`src/rtl/spd_pkg.sv`:
```
// Package: shared constants and the parser state type for the sparse
// marker decoder. Assumes run counts never exceed 31 bits.
package spd_pkg;
    localparam int RUN_W  = 32;   // width of a full count (8 nibbles)
    localparam int LEN_W  = 3;    // nibble-count field width
    localparam int NIB_W  = 4;    // bits per count nibble
    localparam int FCNT_W = 6;    // holds up to 32 pending bits

    typedef enum logic [2:0] {
        PS_TYPE,
        PS_HDR,
        PS_CNT,
        PS_SKIP,
        PS_EMIT,
        PS_DONE
    } pstate_t;
endpackage

```
`src/rtl/spd_bit_feeder.sv`:
```
// Bit feeder: holds one input word and hands it out one bit per take,
// most significant bit first. A new word is accepted only when the held
// word is empty. Flush drops any held bits and closes the input for good.
// Assumes take is only asserted while bit_avail is high.
module spd_bit_feeder #(
    parameter int WORD_W = 16
) (
    input  logic              clk,
    input  logic              rst_n,
    input  logic              in_valid,
    output logic              in_ready,
    input  logic [WORD_W-1:0] in_data,
    input  logic              take,
    input  logic              flush,
    output logic              bit_avail,
    output logic              bit_val
);
    localparam int LEFT_W = $clog2(WORD_W + 1);

    logic [WORD_W-1:0] word_q;
    logic [LEFT_W-1:0] left_q;
    logic              closed_q;

    assign in_ready  = (left_q == '0) && !closed_q;
    assign bit_avail = (left_q != '0);
    assign bit_val   = word_q[WORD_W-1];

    // Load a word when empty, otherwise shift out one bit per take.
    always_ff @(posedge clk) begin
        if (!rst_n) begin
            word_q   <= '0;
            left_q   <= '0;
            closed_q <= 1'b0;
        end else if (flush) begin
            left_q   <= '0;
            closed_q <= 1'b1;
        end else if (in_valid && in_ready) begin
            word_q <= in_data;
            left_q <= LEFT_W'(WORD_W);
        end else if (take && bit_avail) begin
            word_q <= word_q << 1;
            left_q <= left_q - LEFT_W'(1);
        end
    end

    assert_take_avail_R1: assert property (@(posedge clk) disable iff (!rst_n)
        take |-> bit_avail);
    assert_left_bound_R1: assert property (@(posedge clk) disable iff (!rst_n)
        left_q <= LEFT_W'(WORD_W));
    assert_closed_R7: assert property (@(posedge clk) disable iff (!rst_n)
        closed_q |-> !in_ready);
endmodule

```
`src/rtl/spd_pos_tracker.sv`:
```
// Position tracker: keeps the current row and column. A load starts a
// multi-cycle skip of the given amount, moving a whole row remainder per
// cycle so no divider is needed. A step advances by one position.
// Assumes cols is nonzero and stable, and that step never coincides with
// a skip in progress.
module spd_pos_tracker #(
    parameter int ROW_W = 32,
    parameter int COL_W = 16
) (
    input  logic                    clk,
    input  logic                    rst_n,
    input  logic [COL_W-1:0]        cols,
    input  logic                    load,
    input  logic [spd_pkg::RUN_W-1:0] load_amt,
    input  logic                    step,
    output logic                    busy,
    output logic [ROW_W-1:0]        row,
    output logic [COL_W-1:0]        col
);
    import spd_pkg::*;

    logic [RUN_W-1:0] rem_q;
    logic [COL_W:0]   gap;
    logic [RUN_W-1:0] gap_ext;

    assign gap     = {1'b0, cols} - {1'b0, col};
    assign gap_ext = RUN_W'(gap);
    assign busy    = (rem_q != '0);

    // Advance the position by a pending skip or by a single step.
    always_ff @(posedge clk) begin
        if (!rst_n) begin
            rem_q <= '0;
            row   <= '0;
            col   <= '0;
        end else if (load) begin
            rem_q <= load_amt;
        end else if (busy) begin
            if (rem_q >= gap_ext) begin
                row   <= row + ROW_W'(1);
                col   <= '0;
                rem_q <= rem_q - gap_ext;
            end else begin
                col   <= col + rem_q[COL_W-1:0];
                rem_q <= '0;
            end
        end else if (step) begin
            if (col == cols - COL_W'(1)) begin
                col <= '0;
                row <= row + ROW_W'(1);
            end else begin
                col <= col + COL_W'(1);
            end
        end
    end

    assert_col_range_R4: assert property (@(posedge clk) disable iff (!rst_n)
        col < cols);
    assert_step_idle_R2: assert property (@(posedge clk) disable iff (!rst_n)
        step |-> !busy);
endmodule

```
`src/rtl/spd_sym_parser.sv`:
```
// Symbol parser: reads the bitstream one bit per cycle and walks the
// type bit, the nibble-count field and the count nibbles. It starts skips
// in the tracker and emits one nonzero when a value is present and the
// output stage can take it. It stops after nnz emissions and then flushes
// the feeder. Assumes nnz is stable during a decode.
module spd_sym_parser #(
    parameter int NNZ_W = 32
) (
    input  logic                      clk,
    input  logic                      rst_n,
    input  logic [NNZ_W-1:0]          nnz,
    input  logic                      bit_avail,
    input  logic                      bit_val,
    output logic                      take,
    output logic                      flush,
    input  logic                      trk_busy,
    output logic                      load,
    output logic [spd_pkg::RUN_W-1:0] load_amt,
    input  logic                      data_valid,
    input  logic                      out_free,
    output logic                      emit,
    output logic                      finished
);
    import spd_pkg::*;

    pstate_t           state_q;
    logic [LEN_W-2:0]  field_q;
    logic [FCNT_W-1:0] fcnt_q;
    logic [RUN_W-2:0]  run_q;
    logic [NNZ_W-1:0]  emitted_q;
    logic              more;
    logic [LEN_W-1:0]  len_next;

    assign more     = (emitted_q != nnz);
    assign len_next = {field_q, bit_val};
    assign load_amt = {run_q, bit_val};
    assign finished = (state_q == PS_DONE);

    // Decide which bit is consumed and which side effect fires this cycle.
    always_comb begin
        take  = 1'b0;
        emit  = 1'b0;
        load  = 1'b0;
        flush = 1'b0;
        case (state_q)
            PS_TYPE: take = bit_avail && more;
            PS_HDR:  take = bit_avail;
            PS_CNT: begin
                take = bit_avail;
                load = bit_avail && (fcnt_q == FCNT_W'(1));
            end
            PS_EMIT: emit = data_valid && out_free;
            PS_DONE: flush = 1'b1;
            default: ;
        endcase
    end

    // Step the symbol state machine and its field counters.
    always_ff @(posedge clk) begin
        if (!rst_n) begin
            state_q   <= PS_TYPE;
            field_q   <= '0;
            fcnt_q    <= '0;
            run_q     <= '0;
            emitted_q <= '0;
        end else begin
            case (state_q)
                PS_TYPE: begin
                    if (!more) begin
                        state_q <= PS_DONE;
                    end else if (bit_avail) begin
                        state_q <= bit_val ? PS_EMIT : PS_HDR;
                        fcnt_q  <= FCNT_W'(LEN_W);
                        field_q <= '0;
                    end
                end
                PS_HDR: begin
                    if (bit_avail) begin
                        field_q <= len_next[LEN_W-2:0];
                        fcnt_q  <= fcnt_q - FCNT_W'(1);
                        if (fcnt_q == FCNT_W'(1)) begin
                            state_q <= PS_CNT;
                            fcnt_q  <= (FCNT_W'(len_next) + FCNT_W'(1)) << 2;
                            run_q   <= '0;
                        end
                    end
                end
                PS_CNT: begin
                    if (bit_avail) begin
                        run_q  <= {run_q[RUN_W-3:0], bit_val};
                        fcnt_q <= fcnt_q - FCNT_W'(1);
                        if (fcnt_q == FCNT_W'(1)) begin
                            state_q <= PS_SKIP;
                        end
                    end
                end
                PS_SKIP: begin
                    if (!trk_busy) begin
                        state_q <= PS_TYPE;
                    end
                end
                PS_EMIT: begin
                    if (emit) begin
                        emitted_q <= emitted_q + NNZ_W'(1);
                        state_q   <= PS_TYPE;
                    end
                end
                default: state_q <= PS_DONE;
            endcase
        end
    end

    assert_done_sticky_R7: assert property (@(posedge clk) disable iff (!rst_n)
        finished |=> finished);
    assert_emit_limit_R5: assert property (@(posedge clk) disable iff (!rst_n)
        emit |-> (emitted_q < nnz));
    assert_no_take_done_R7: assert property (@(posedge clk) disable iff (!rst_n)
        finished |-> !take);
endmodule

```
`src/rtl/spd_out_stage.sv`:
```
// Output stage: one tuple register with a valid flag. It captures row,
// column and value on emit and holds them until the consumer accepts.
// Assumes emit is only raised when out_free is high.
module spd_out_stage #(
    parameter int ROW_W  = 32,
    parameter int COL_W  = 16,
    parameter int DATA_W = 16
) (
    input  logic              clk,
    input  logic              rst_n,
    input  logic              emit,
    input  logic [ROW_W-1:0]  row,
    input  logic [COL_W-1:0]  col,
    input  logic [DATA_W-1:0] data,
    output logic              out_free,
    output logic              out_valid,
    input  logic              out_ready,
    output logic [ROW_W-1:0]  out_row,
    output logic [COL_W-1:0]  out_col,
    output logic [DATA_W-1:0] out_data
);
    assign out_free = !out_valid || out_ready;

    // Capture a new tuple or retire the accepted one.
    always_ff @(posedge clk) begin
        if (!rst_n) begin
            out_valid <= 1'b0;
            out_row   <= '0;
            out_col   <= '0;
            out_data  <= '0;
        end else if (emit) begin
            out_valid <= 1'b1;
            out_row   <= row;
            out_col   <= col;
            out_data  <= data;
        end else if (out_ready) begin
            out_valid <= 1'b0;
        end
    end

    assert_hold_R6: assert property (@(posedge clk) disable iff (!rst_n)
        (out_valid && !out_ready) |=> (out_valid && $stable(out_row)
            && $stable(out_col) && $stable(out_data)));
    assert_emit_free_R6: assert property (@(posedge clk) disable iff (!rst_n)
        emit |-> out_free);
endmodule

```
`src/rtl/sparse_mark_decoder.sv`:
```
// Top level: decodes a packed zero/nonzero marker bitstream into
// (row, column, value) tuples. The feeder serialises words, the parser
// reads symbols, the tracker keeps the position and the output stage holds
// each tuple. Assumes cfg_cols is nonzero and both configuration inputs
// are stable from reset release until done.
module sparse_mark_decoder #(
    parameter int WORD_W = 16,
    parameter int ROW_W  = 32,
    parameter int COL_W  = 16,
    parameter int NNZ_W  = 32,
    parameter int DATA_W = 16
) (
    input  logic              clk,
    input  logic              rst_n,
    input  logic [COL_W-1:0]  cfg_cols,
    input  logic [NNZ_W-1:0]  cfg_nnz,
    input  logic              in_valid,
    output logic              in_ready,
    input  logic [WORD_W-1:0] in_data,
    input  logic              data_valid,
    output logic              data_ready,
    input  logic [DATA_W-1:0] data_in,
    output logic              out_valid,
    input  logic              out_ready,
    output logic [ROW_W-1:0]  out_row,
    output logic [COL_W-1:0]  out_col,
    output logic [DATA_W-1:0] out_data,
    output logic              done
);
    import spd_pkg::*;

    logic             bit_avail, bit_val, take, flush;
    logic             trk_busy, load, emit, out_free, finished;
    logic [RUN_W-1:0] load_amt;
    logic [ROW_W-1:0] cur_row;
    logic [COL_W-1:0] cur_col;

    spd_bit_feeder #(.WORD_W(WORD_W)) u_feed (
        .clk(clk), .rst_n(rst_n),
        .in_valid(in_valid), .in_ready(in_ready), .in_data(in_data),
        .take(take), .flush(flush),
        .bit_avail(bit_avail), .bit_val(bit_val)
    );

    spd_sym_parser #(.NNZ_W(NNZ_W)) u_parse (
        .clk(clk), .rst_n(rst_n), .nnz(cfg_nnz),
        .bit_avail(bit_avail), .bit_val(bit_val),
        .take(take), .flush(flush),
        .trk_busy(trk_busy), .load(load), .load_amt(load_amt),
        .data_valid(data_valid), .out_free(out_free),
        .emit(emit), .finished(finished)
    );

    spd_pos_tracker #(.ROW_W(ROW_W), .COL_W(COL_W)) u_track (
        .clk(clk), .rst_n(rst_n), .cols(cfg_cols),
        .load(load), .load_amt(load_amt), .step(emit),
        .busy(trk_busy), .row(cur_row), .col(cur_col)
    );

    spd_out_stage #(.ROW_W(ROW_W), .COL_W(COL_W), .DATA_W(DATA_W)) u_out (
        .clk(clk), .rst_n(rst_n), .emit(emit),
        .row(cur_row), .col(cur_col), .data(data_in),
        .out_free(out_free), .out_valid(out_valid), .out_ready(out_ready),
        .out_row(out_row), .out_col(out_col), .out_data(out_data)
    );

    assign data_ready = emit;
    assign done       = finished && !out_valid;

    assert_pop_loads_R5: assert property (@(posedge clk) disable iff (!rst_n)
        (data_valid && data_ready) |=> out_valid);
    assert_pop_valid_R5: assert property (@(posedge clk) disable iff (!rst_n)
        data_ready |-> data_valid);
    assert_done_hold_R7: assert property (@(posedge clk) disable iff (!rst_n)
        done |=> (done && !out_valid));
endmodule

```
`config.mk`:
```
export PLATFORM = sky130hd
export DESIGN_NAME = sparse_mark_decoder
export DESIGN_NICKNAME = d
export VERILOG_FILES = /design/src/rtl/spd_pkg.sv /design/src/rtl/spd_bit_feeder.sv /design/src/rtl/spd_pos_tracker.sv /design/src/rtl/spd_sym_parser.sv /design/src/rtl/spd_out_stage.sv /design/src/rtl/sparse_mark_decoder.sv
export SDC_FILE = /design/constraint.sdc
export NUM_CORES = 1
export LEC_CHECK = 0
export BUFFER_PORTS_ARGS = -buffer_cell sky130_fd_sc_hd__buf_2
export CORE_MARGIN = 2
export CORE_UTILIZATION = 54
export CTS_CLUSTER_SIZE = 20
export DETAILED_ROUTE_END_ITERATION = 10
export GPL_TIMING_DRIVEN = 0
export HOLD_SLACK_MARGIN = 0.03
export PLACE_DENSITY = 0.84
export SLEW_MARGIN = 30
export SYNTH_ARGS = -nofsm -noshare
export SYNTH_HDL_FRONTEND = slang
export SYNTH_SLANG_ARGS = --single-unit
```
`constraint.sdc`:
```
create_clock -name clk -period 5 [get_ports clk]
set_input_delay 0.25 -clock clk [delete_from_list [all_inputs] [get_ports clk]]
set_output_delay 0.25 -clock clk [all_outputs]
set_load 0.01 [all_outputs]
```
### Word level (Yosys, flattened, before mapping)

Index checks and enable logic that the tools add are counted.
Widths: inputs -> output; s select.

* flip-flop bits (word level): 241
* bits of input ports: 85
* output and inout bits: 68
* logic and storage cells: 126

* add/subtract/negate cells: 10
* $lt $le $gt $ge: 1
* equal/unequal tests: 18
* multiplexer cells: 45
* bitwise logic cells: 3
* reductions and logical operators: 33

Operators by type and width (count)
* $mux 32: 7
* $mux 16: 6
* $mux 31: 3
* $add 32x1->32 const B: 2
* $pmux 31 s2: 1
* $ge 32x17->1: 1
* $ne 32x32->1: 1
* $reduce_bool 32->1: 1
* $sub 32x17->32: 1
* $mux 6: 5
* $mux 3: 9
* $pmux 6 s3: 1
* $sub 16x16->17: 1
* $add 16x1->16 const B: 1
* $add 16x16->16: 1
* $eq 16x16->1: 1
* $sub 16x1->16 const B: 1
* $pmux 3 s5: 1
* $reduce_bool 2->1: 7
* $reduce_and 4->1: 3
* $mux 5: 2
* $ne 2x2->1 const B: 5
* $ne 2x1->1 const B: 4
* $logic_and 1x1->1: 7
* 24 further kinds: 38

### Depth between registers and ports, before layout

Gate-level depths: netlist of run 1.

* depth after elaboration: 6
* gate-level depth with buffers: 22
* mapped depth without buffers: 21

### By module

Synthesis of run 1 repeated with hierarchy kept, for this count alone.

* cells, all modules: 1552
* area, all modules: 13763.2 µm²

Modules (own cells, without submodules)
* spd_pos_tracker: times used 1, cells each 823, area an instance 6387.4 µm², seq. area each 1601.5 µm²
* spd_sym_parser: times used 1, cells each 428, area an instance 3792.4 µm², seq. area each 1481.4 µm²
* spd_out_stage: times used 1, cells each 210, area an instance 2506.2 µm², seq. area each 1301.2 µm²
* spd_bit_feeder: times used 1, cells each 90, area an instance 1063.5 µm², seq. area each 440.4 µm²
* sparse_mark_decoder: times used 1, cells each 1, area an instance 13.8 µm², seq. area each 0.0 µm²

### Worst setup path after synthesis of run 1

No wires, ideal clock.

* path kind: reg2reg
* from: reg u_track.col[0]
* to: reg u_track.row[28]
* setup time: 71 ps
* arrival: 4885 ps
* required time: 4929 ps
* slack: 45 ps
* cell stages (with the launch flop): 21
* buffers on the path: 1
* clock period less this slack: 4955 ps
* cells stage by stage: dfxtp_1 ha_1 fa_1 nor2b_1 o21ai_0 a21oi_1 nor4_1 or4_1 a31oi_1 a21o_1 a21oi_1 xor2_1 ha_1 nand4_1 or2_2 nor4_1 o21a_1 nand4_2 buf_2 or3_1 a21oi_1

* cells in the longest elaborated chain, start to end: 4
* elaborated cells between the ends (all ways): 6
* classes of those cells: add/sub: 1; order compare: 1; eq/ne: 2; reduce/logical: 2

Ends and longest elaborated chain
* start: declaration: RTL line spd_pos_tracker.sv:18 `output logic [COL_W-1:0] col`
* start signal: assignment: RTL line spd_pos_tracker.sv:44 `col <= col + rem_q[COL_W-1:0];`
* start signal: assignment: RTL line spd_pos_tracker.sv:52 `col <= col + COL_W'(1);`
* $sub 16x16->17: RTL line spd_pos_tracker.sv:26 `assign gap = {1'b0, cols} - {1'b0, col};`
* $ge 32x17->1: RTL line spd_pos_tracker.sv:39 `if (rem_q >= gap_ext) begin`
* $ne 2x1->1 (no source line)
* $reduce_and 4->1 (no source line) (*)
* end signal: assignment: RTL line spd_pos_tracker.sv:40 `row <= row + ROW_W'(1);`
* end signal: assignment: RTL line spd_pos_tracker.sv:50 `row <= row + ROW_W'(1);`
* end: declaration: RTL line spd_pos_tracker.sv:17 `output logic [ROW_W-1:0] row,`

Mark *: on every way between the ends. The rest lies on a longest branch, timed or not.
A chain may end at the register's enable or synchronous reset.

### Final worst setup path of run 1

* from: reg u_track.col[0]
* to: reg u_track.row[20]

Same word-level chain as after synthesis.

==> impl_metrics.toml, run 1 <==
[global_route]
antenna_found_initial = 0
grt_util_all_layers_pct = 28.2
grt_max_degree = 15
overflow = 0
grt_pass1_wl_um = 61300
first_global_vias = 12700

[power_and_ir_drop]
clkPwrFrac_pct = 27.5
totalPowerFinal_mw = 7.38
switchingPower_mw = 2.78
peakVddDrop_v = 0.000500
power.density_nw_per_um2 = 460
p_sw_share_pct = 37.7
seq_power_share_pct = 31.9
comb_power_share_pct = 40.6
internal_power_mw = 4.60
leakagePower_nw = 6.35

[sta]
setup_violations = 0
worst_pin_slew_ps = 829
finalHoldViolCount = 0
relSlewSlack_pct = 44.0
slew_viol_final = 0
finClkSkew_ps = 24.4
fin_crit_sh_pct = 97.9
tns_ps = 0
max_freq_mhz = 204
fin_ws_ps = 103
fin_crit_ps = 4900

[logic_synthesis]
synth.avg_cell_area_um2 = 7.95
syn_nets = 1828
synthCells = 1682
synth.distinct_cells = 71
synth_seq_cells = 241
syn-cell-area_um2 = 13400
ys_warn_count = 0
synth_flop_cell = "dfxtp_1"
synth_top_family_by_area = "simple AND/OR/NAND/NOR gates"
synth-seq-area-share_pct = 36.1
synth-simple-area-share_pct = 25.6
synth-async-reset-ratio_pct = 0
synth_compound_gate_area_share_pct = 18.0
synth_edf_count = 0
synth-adder-area-share_pct = 5.88
synthXorXnorAreaFrac_pct = 8.59
yosys-mux-area-fraction_pct = 2.28

[clock_network]
clk-insertion-delay-late_ps = 540
cts.clk_slew.worst_paths_ps = 60
htreeDepth = 1
numCtsBuffers = 26
cts_tree = "yes"
clock_path_buffers = 3
clock-sinks = 241
root_buffer = "clkbuf_16"

[critical_path]
cp-end-kind = "flop"
crit_fanout = 8
r2r_slack_ps = 100
crit_arrival_ps = 5360
start_kind = "flop"
crit_required_ps = 5470
criticalPathCategory = "reg2reg"

[floorplan]
fp-row-count = 57
core_area_um2 = 24300
die_x_um = 161
io-pin-count = 153
initial_utilization_pct = 55.0
die_h_um = 161
dieArea_um2 = 26000

[hold_path]
hold_path.class = "in2reg"

[outcome]
status = "finished, final reports clean"

[cells_and_area]
n_fill_cell = 1964
post-route-util_pct = 65.9
syn2layout_area_growth_pct = 19.9
final_net_count = 2050
final_common_cell = "dfxtp_1"
layout_common_cells = "dfxtp_1, nand2_1, nor2_1, a21oi_1, buf_2"
diodes = 0
drive_gt1_share_pct = 15.1

[job]
cap_violations = 0

[routing]
num_vias = 13200
drtIter0Drc = 1019
via_per_inst = 5.87
dr.pass1.iters = 6
routed_wl_um = 38200
drc = 0
ant_nets = 0
routedWlPerCell_um = 17.0

[place]
dpl.hpwl_um = 27600
io_buffers = 152
place_congestion = 0.943
dp_slack_ps = -985
-- Yosys cell counts (9+ instances only) --
| cell | number | area [µm²] |
|---|---|---|
| dfxtp_1 | 241 | 4820 |
| nand2_1 | 227 | 852 |
| nor2_1 | 183 | 687 |
| a21oi_1 | 161 | 806 |
| xnor2_1 | 85 | 744 |
| o21ai_0 | 73 | 365 |
| clkbuf_1 | 66 | 248 |
| ha_1 | 58 | 726 |
| inv_1 | 51 | 191 |
| a22oi_1 | 49 | 368 |
| nor3_1 | 47 | 235 |
| xor2_1 | 46 | 403 |
| or3_1 | 32 | 200 |
| nand3_1 | 28 | 140 |
| nand4_1 | 28 | 175 |
| mux2i_1 | 27 | 270 |
| a211oi_1 | 26 | 195 |
| nand2b_1 | 25 | 156 |
| and2_1 | 24 | 150 |
| nor4_1 | 22 | 138 |
| and3_1 | 16 | 100 |
| and4_1 | 16 | 140 |
| nor2b_1 | 12 | 75.1 |
| a21o_1 | 11 | 82.6 |
| o31a_1 | 10 | 87.6 |
| or4_1 | 10 | 75.1 |
| a31oi_1 | 9 | 56.3 |
-- cell families (layout without fill, tap and decap cells) --
| logic type | Yosys count | count (layout) |
|---|---|---|
| buf+inv | 126 | 368 |
| compound gates | 389 | 389 |
| mux | 30 | 30 |
| simple gates | 704 | 704 |
| flops | 241 | 241 |
| xor+xnor | 131 | 131 |
| fa+ha+maj | 61 | 61 |
-- through the flow --
step           hold WS, ps  cell area [µm²]  std cells
2_1_floorplan          386            13400       1682
3_3_place_gp           439            14500       2158
4_1_cts               58.3            15800       2231
6_report              61.0            16000       2248
5_1_grt               85.1            16000       2248
3_5_place_dp           444            14500       2158
-- flip-flops by register name, indices dropped and copies added, names as in the netlist --
signal and count:
u_feed.word_q 16, u_out.out_data 16, u_parse.emitted_q 32, u_out.out_valid 1
u_feed.left_q 5, u_parse.run_q 31, u_track.rem_q 32, u_track.row 32
u_out.out_row 32, u_parse.state_q 3, u_track.col 16, u_parse.fcnt_q 6
u_parse.field_q 2, u_feed.closed_q 1, u_out.out_col 16
-- worst max-delay path, stage by stage, from the launching register on --
cell and delay, ps:
dfxtp_4 390, ha_4 170, fa_2 370, nor2b_2 130, o21ai_2 70, a21oi_2 170, nor4_2 60, or4_4 570
a31oi_4 160, a21o_1 140, a21oi_1 90, xor2_1 160, ha_1 360, nand4_1 120, or2_4 300, o31ai_4 320
or3_4 200, o21a_1 170, nand4_2 180, buf_6 180, or3_1 340, a21oi_1 160
-- repair_timing --
action / 4_1_cts / 5_1_grt
setup buffers: 10 / 17
hold endpoints to repair: 16 / 0
hold buffers: 16 / 0
setup endpoints to repair: 80 / 76
gates resized for setup: 35 / 26
pin swaps: 7 / 18
-- power by group through the flow --
stage | logic [mW] | registers, mW | clock network [mW]
2_1_floorplan | 2.09 | 2.31 | 0
3_3_place_gp | 2.60 | 2.38 | 0
3_5_place_dp | 2.67 | 2.39 | 0
4_1_cts | 2.84 | 2.35 | 2.03
5_1_grt | 3.32 | 2.38 | 2.12
6_report | 2.99 | 2.36 | 2.03
-- layout make-up --
type	count	area, µm²	area share, %
Buffer	73	304	1.90
Clock buffer	32	734	4.58
Clock inverter	16	178	1.11
Inverter	52	195	1.22
Multi-Input combinational cell	1315	8240	51.4
Sequential cell	241	4840	30.2
Tap cell	324	405	2.53
Timing Repair Buffer	195	1130	7.06
-- worst paths after layout --
path | startpoint | endpoint | cells after the start
max | u_track.col[0] | u_track.row[20] | 21
max reg2reg | u_track.col[0] | u_track.row[20] | 21
min reg2reg | u_out.out_row[17] | u_out.out_row[17] | 2
min | in_data[0] | u_feed.word_q[0] | 4
-- layer usage --
layer,wire length (µm),GRT usage [%],vias to the layer above
met1,15900,36.3,6238
met4,1090,8.56,0
met5,0,0,-
li1,-,-,6400
met3,2750,4.08,93
met2,18400,49.2,469
(Power assumes the default switching activity.)
==> run 2: changes to the inputs <==
- PLACE_DENSITY: 0.84 -> 0.78
- SETUP_SLACK_MARGIN: unset -> 0.5
==> run 2 against run 1 <==
  * Sequential share of layout area is 1.3 points lower
  * Via count is 3.2% higher
  * Combinational power is 17% higher
  * Largest power group unchanged
  * Total power is 6.1% higher
  * Final area is 4.5% higher
  * Critical path depth is 1 lower
  * Clock power is 3% lower
  * Count of clock-buffer cells in the layout is 5 higher
  * Die area stayed put
  * Utilization is 3.0 points higher
==> impl_metrics.toml, run 2 (synthesis gave the netlist of run 1 again) <==
[global_route]
met3_usage_pct = 4.42
top_usage_layer = "met2"
grt_pass1_wl_um = 63600
grt_util_all_layers_pct = 29.5
grt_max_degree = 14
first_global_vias = 12600
overflow = 0
met1_usage_pct = 39.1
antenna_found_initial = 0
met2_usage_pct = 49.8

[critical_path]
start_kind = "flop"
crit_arrival_ps = 5300
worstReg2RegStart = "u_track.col[4]"
cp-end-kind = "flop"
cpPeakStageDelay_ps = 420
rr_worst_depth = 20
cpMaxStageDelayCell = "dfxtp_4"
r2r_slack_ps = 150
criticalPathCategory = "reg2reg"
path_cells = "inv_1, ha_1, or2_2, a21oi_1, a21oi_1, and4_1, o31ai_4, o21ai_2, nor4_1, a311oi_1, ha_1, nand4_1, or2_4, o31ai_4, or3_4, o21a_4, nand4_4, buf_6, or3_4, a21oi_2"
crit_fanout = 8
crit_required_ps = 5450
r2r-end = "u_track.row[30]"

[power_and_ir_drop]
leakagePower_nw = 6.58
clkPwrFrac_pct = 25.0
comb_power_share_pct = 44.5
internal_power_mw = 4.78
switchingPower_mw = 3.04
power.density_nw_per_um2 = 467
peakVddDrop_v = 0.000312
totalPowerFinal_mw = 7.83
p_sw_share_pct = 38.9
seq_power_share_pct = 30.5

[clock_network]
clock-sinks = 241
numCtsBuffers = 26
clock_path_buffers = 3
clk-insertion-delay-late_ps = 550
htreeDepth = 1
root_buffer = "clkbuf_16"
cts.clk_slew.worst_paths_ps = 60
cts_tree = "yes"

[floorplan]
io-pin-count = 153
core_area_um2 = 24300
die_h_um = 161
fp-row-count = 57
dieArea_um2 = 26000
initial_utilization_pct = 55.0
die_x_um = 161

[routing]
num_vias = 13600
routed_wl_um = 41800
dr.pass1.iters = 5
routedWlPerCell_um = 18.4
drtIter0Drc = 1232
via_per_inst = 5.98
ant_nets = 0
drc = 0

[place]
dpl.hpwl_um = 28500
io_buffers = 152
post_dp_cell_area_um2 = 14600
place_congestion = 0.926

[sta]
slew_viol_final = 0
relSlewSlack_pct = 39.5
finClkSkew_ps = 22.4
grt_setup_unrepaired = "true"
finalHoldViolCount = 0
fin_crit_ps = 4850
max_freq_mhz = 206
worst_pin_slew_ps = 907
setup_violations = 0
fin_crit_sh_pct = 97.0

[cells_and_area]
drive_gt1_share_pct = 19.5
final_net_count = 2081
diodes = 0
final_common_cell = "dfxtp_1"
fin_area_um2 = 16800
layout_common_cells = "dfxtp_1, nand2_1, nor2_1, buf_2, a21oi_1"
post-route-util_pct = 68.9
syn2layout_area_growth_pct = 25.4

[hold_path]
worstHoldPathCells = 3
worstHoldEndpoint = "u_feed.word_q[3]"
hp-start = "in_data[3]"
hold_path.class = "in2reg"

[job]
cap_violations = 0

[outcome]
status = "finished, final reports clean"
-- run 2: changes by cell type in the layout (fill, tap and decap cells not counted), sizes merged --
cell      delta
buf         +32
clkbuf       +3
bufinv       -2
clkinvlp     -2
clkinv       -1
inv          -1
nand2        +1
-- run 2: worst max-delay path, delay by kind of cell, from the launching register on --
family          cells  cell delay (ps)
buf+inv             2              290
compound gates      8             1290
fa+ha+maj           2              740
simple gates        8             2000
flops               1              420
-- run 2: layout make-up --
type	count	area, µm²
tap	324	405
timing repair buffer	224	1460
clock inverter	10	97.6
buffer	74	327
inverter	52	195
clock buffer	37	782
fill	1907	7560
multi-input combinational	1316	8650
sequential	241	4840
-- run 2: routing by layer --
layer	vias to the layer above	part of all wire [%]	routed length (µm)
met5	-	0	0
met4	0	3.2	1340
met3	115	8.1	3380
met2	646	47	19500
met1	6389	42	17600
li1	6468	-	-
-- run 2: how the worst max path moves through the flow --
stage	depth (start not counted)	endpoint	slack [ps]	from
floorplan	21	u_track.row[15]	450	u_track.col[0]
global placement	18	u_track.col[6]	-440	u_track.col[1]
detailed placement	20	u_track.col[1]	-380	u_track.col[2]
CTS	21	u_track.row[6]	220	u_track.col[0]
global route	23	u_track.rem_q[22]	10	u_track.col[0]
finish	20	u_track.row[30]	150	u_track.col[4]
-- run 2: power by group through the flow --
| stage | Combinational [mW] | Clock (mW) | Sequential (mW) |
|---|---|---|---|
| final | 3.49 | 1.96 | 2.38 |
| after global routing | 3.80 | 2.04 | 2.39 |
| after CTS | 2.98 | 1.96 | 2.36 |
| after detailed placement | 2.70 | 0 | 2.41 |
| after global placement | 2.64 | 0 | 2.40 |
| after floorplan | 2.12 | 0 | 2.31 |
-- run 2: repair_timing --
action / CTS / global route
pin swaps: 35 / 67
setup endpoints to repair: 80 / 80
gates cloned: 1 / 1
hold buffers: 16 / 0
setup buffers: 32 / 23
hold endpoints to repair: 16 / 0
gates resized for setup: 70 / 99
-- run 2: stage by stage --
stage / hold slack, ps / setup TNS, ps / worst slack, ps / instances
final: 45.9 / 0 / 150 / 2278
after global placement: 439 / -14620 / -437 / 2158
after global routing: 63.2 / 0 / 11.0 / 2278
after detailed placement: 445 / -17300 / -380 / 2158
after CTS: 37.2 / 0 / 222 / 2254
after floorplan: 386 / 0 / 453 / 1682
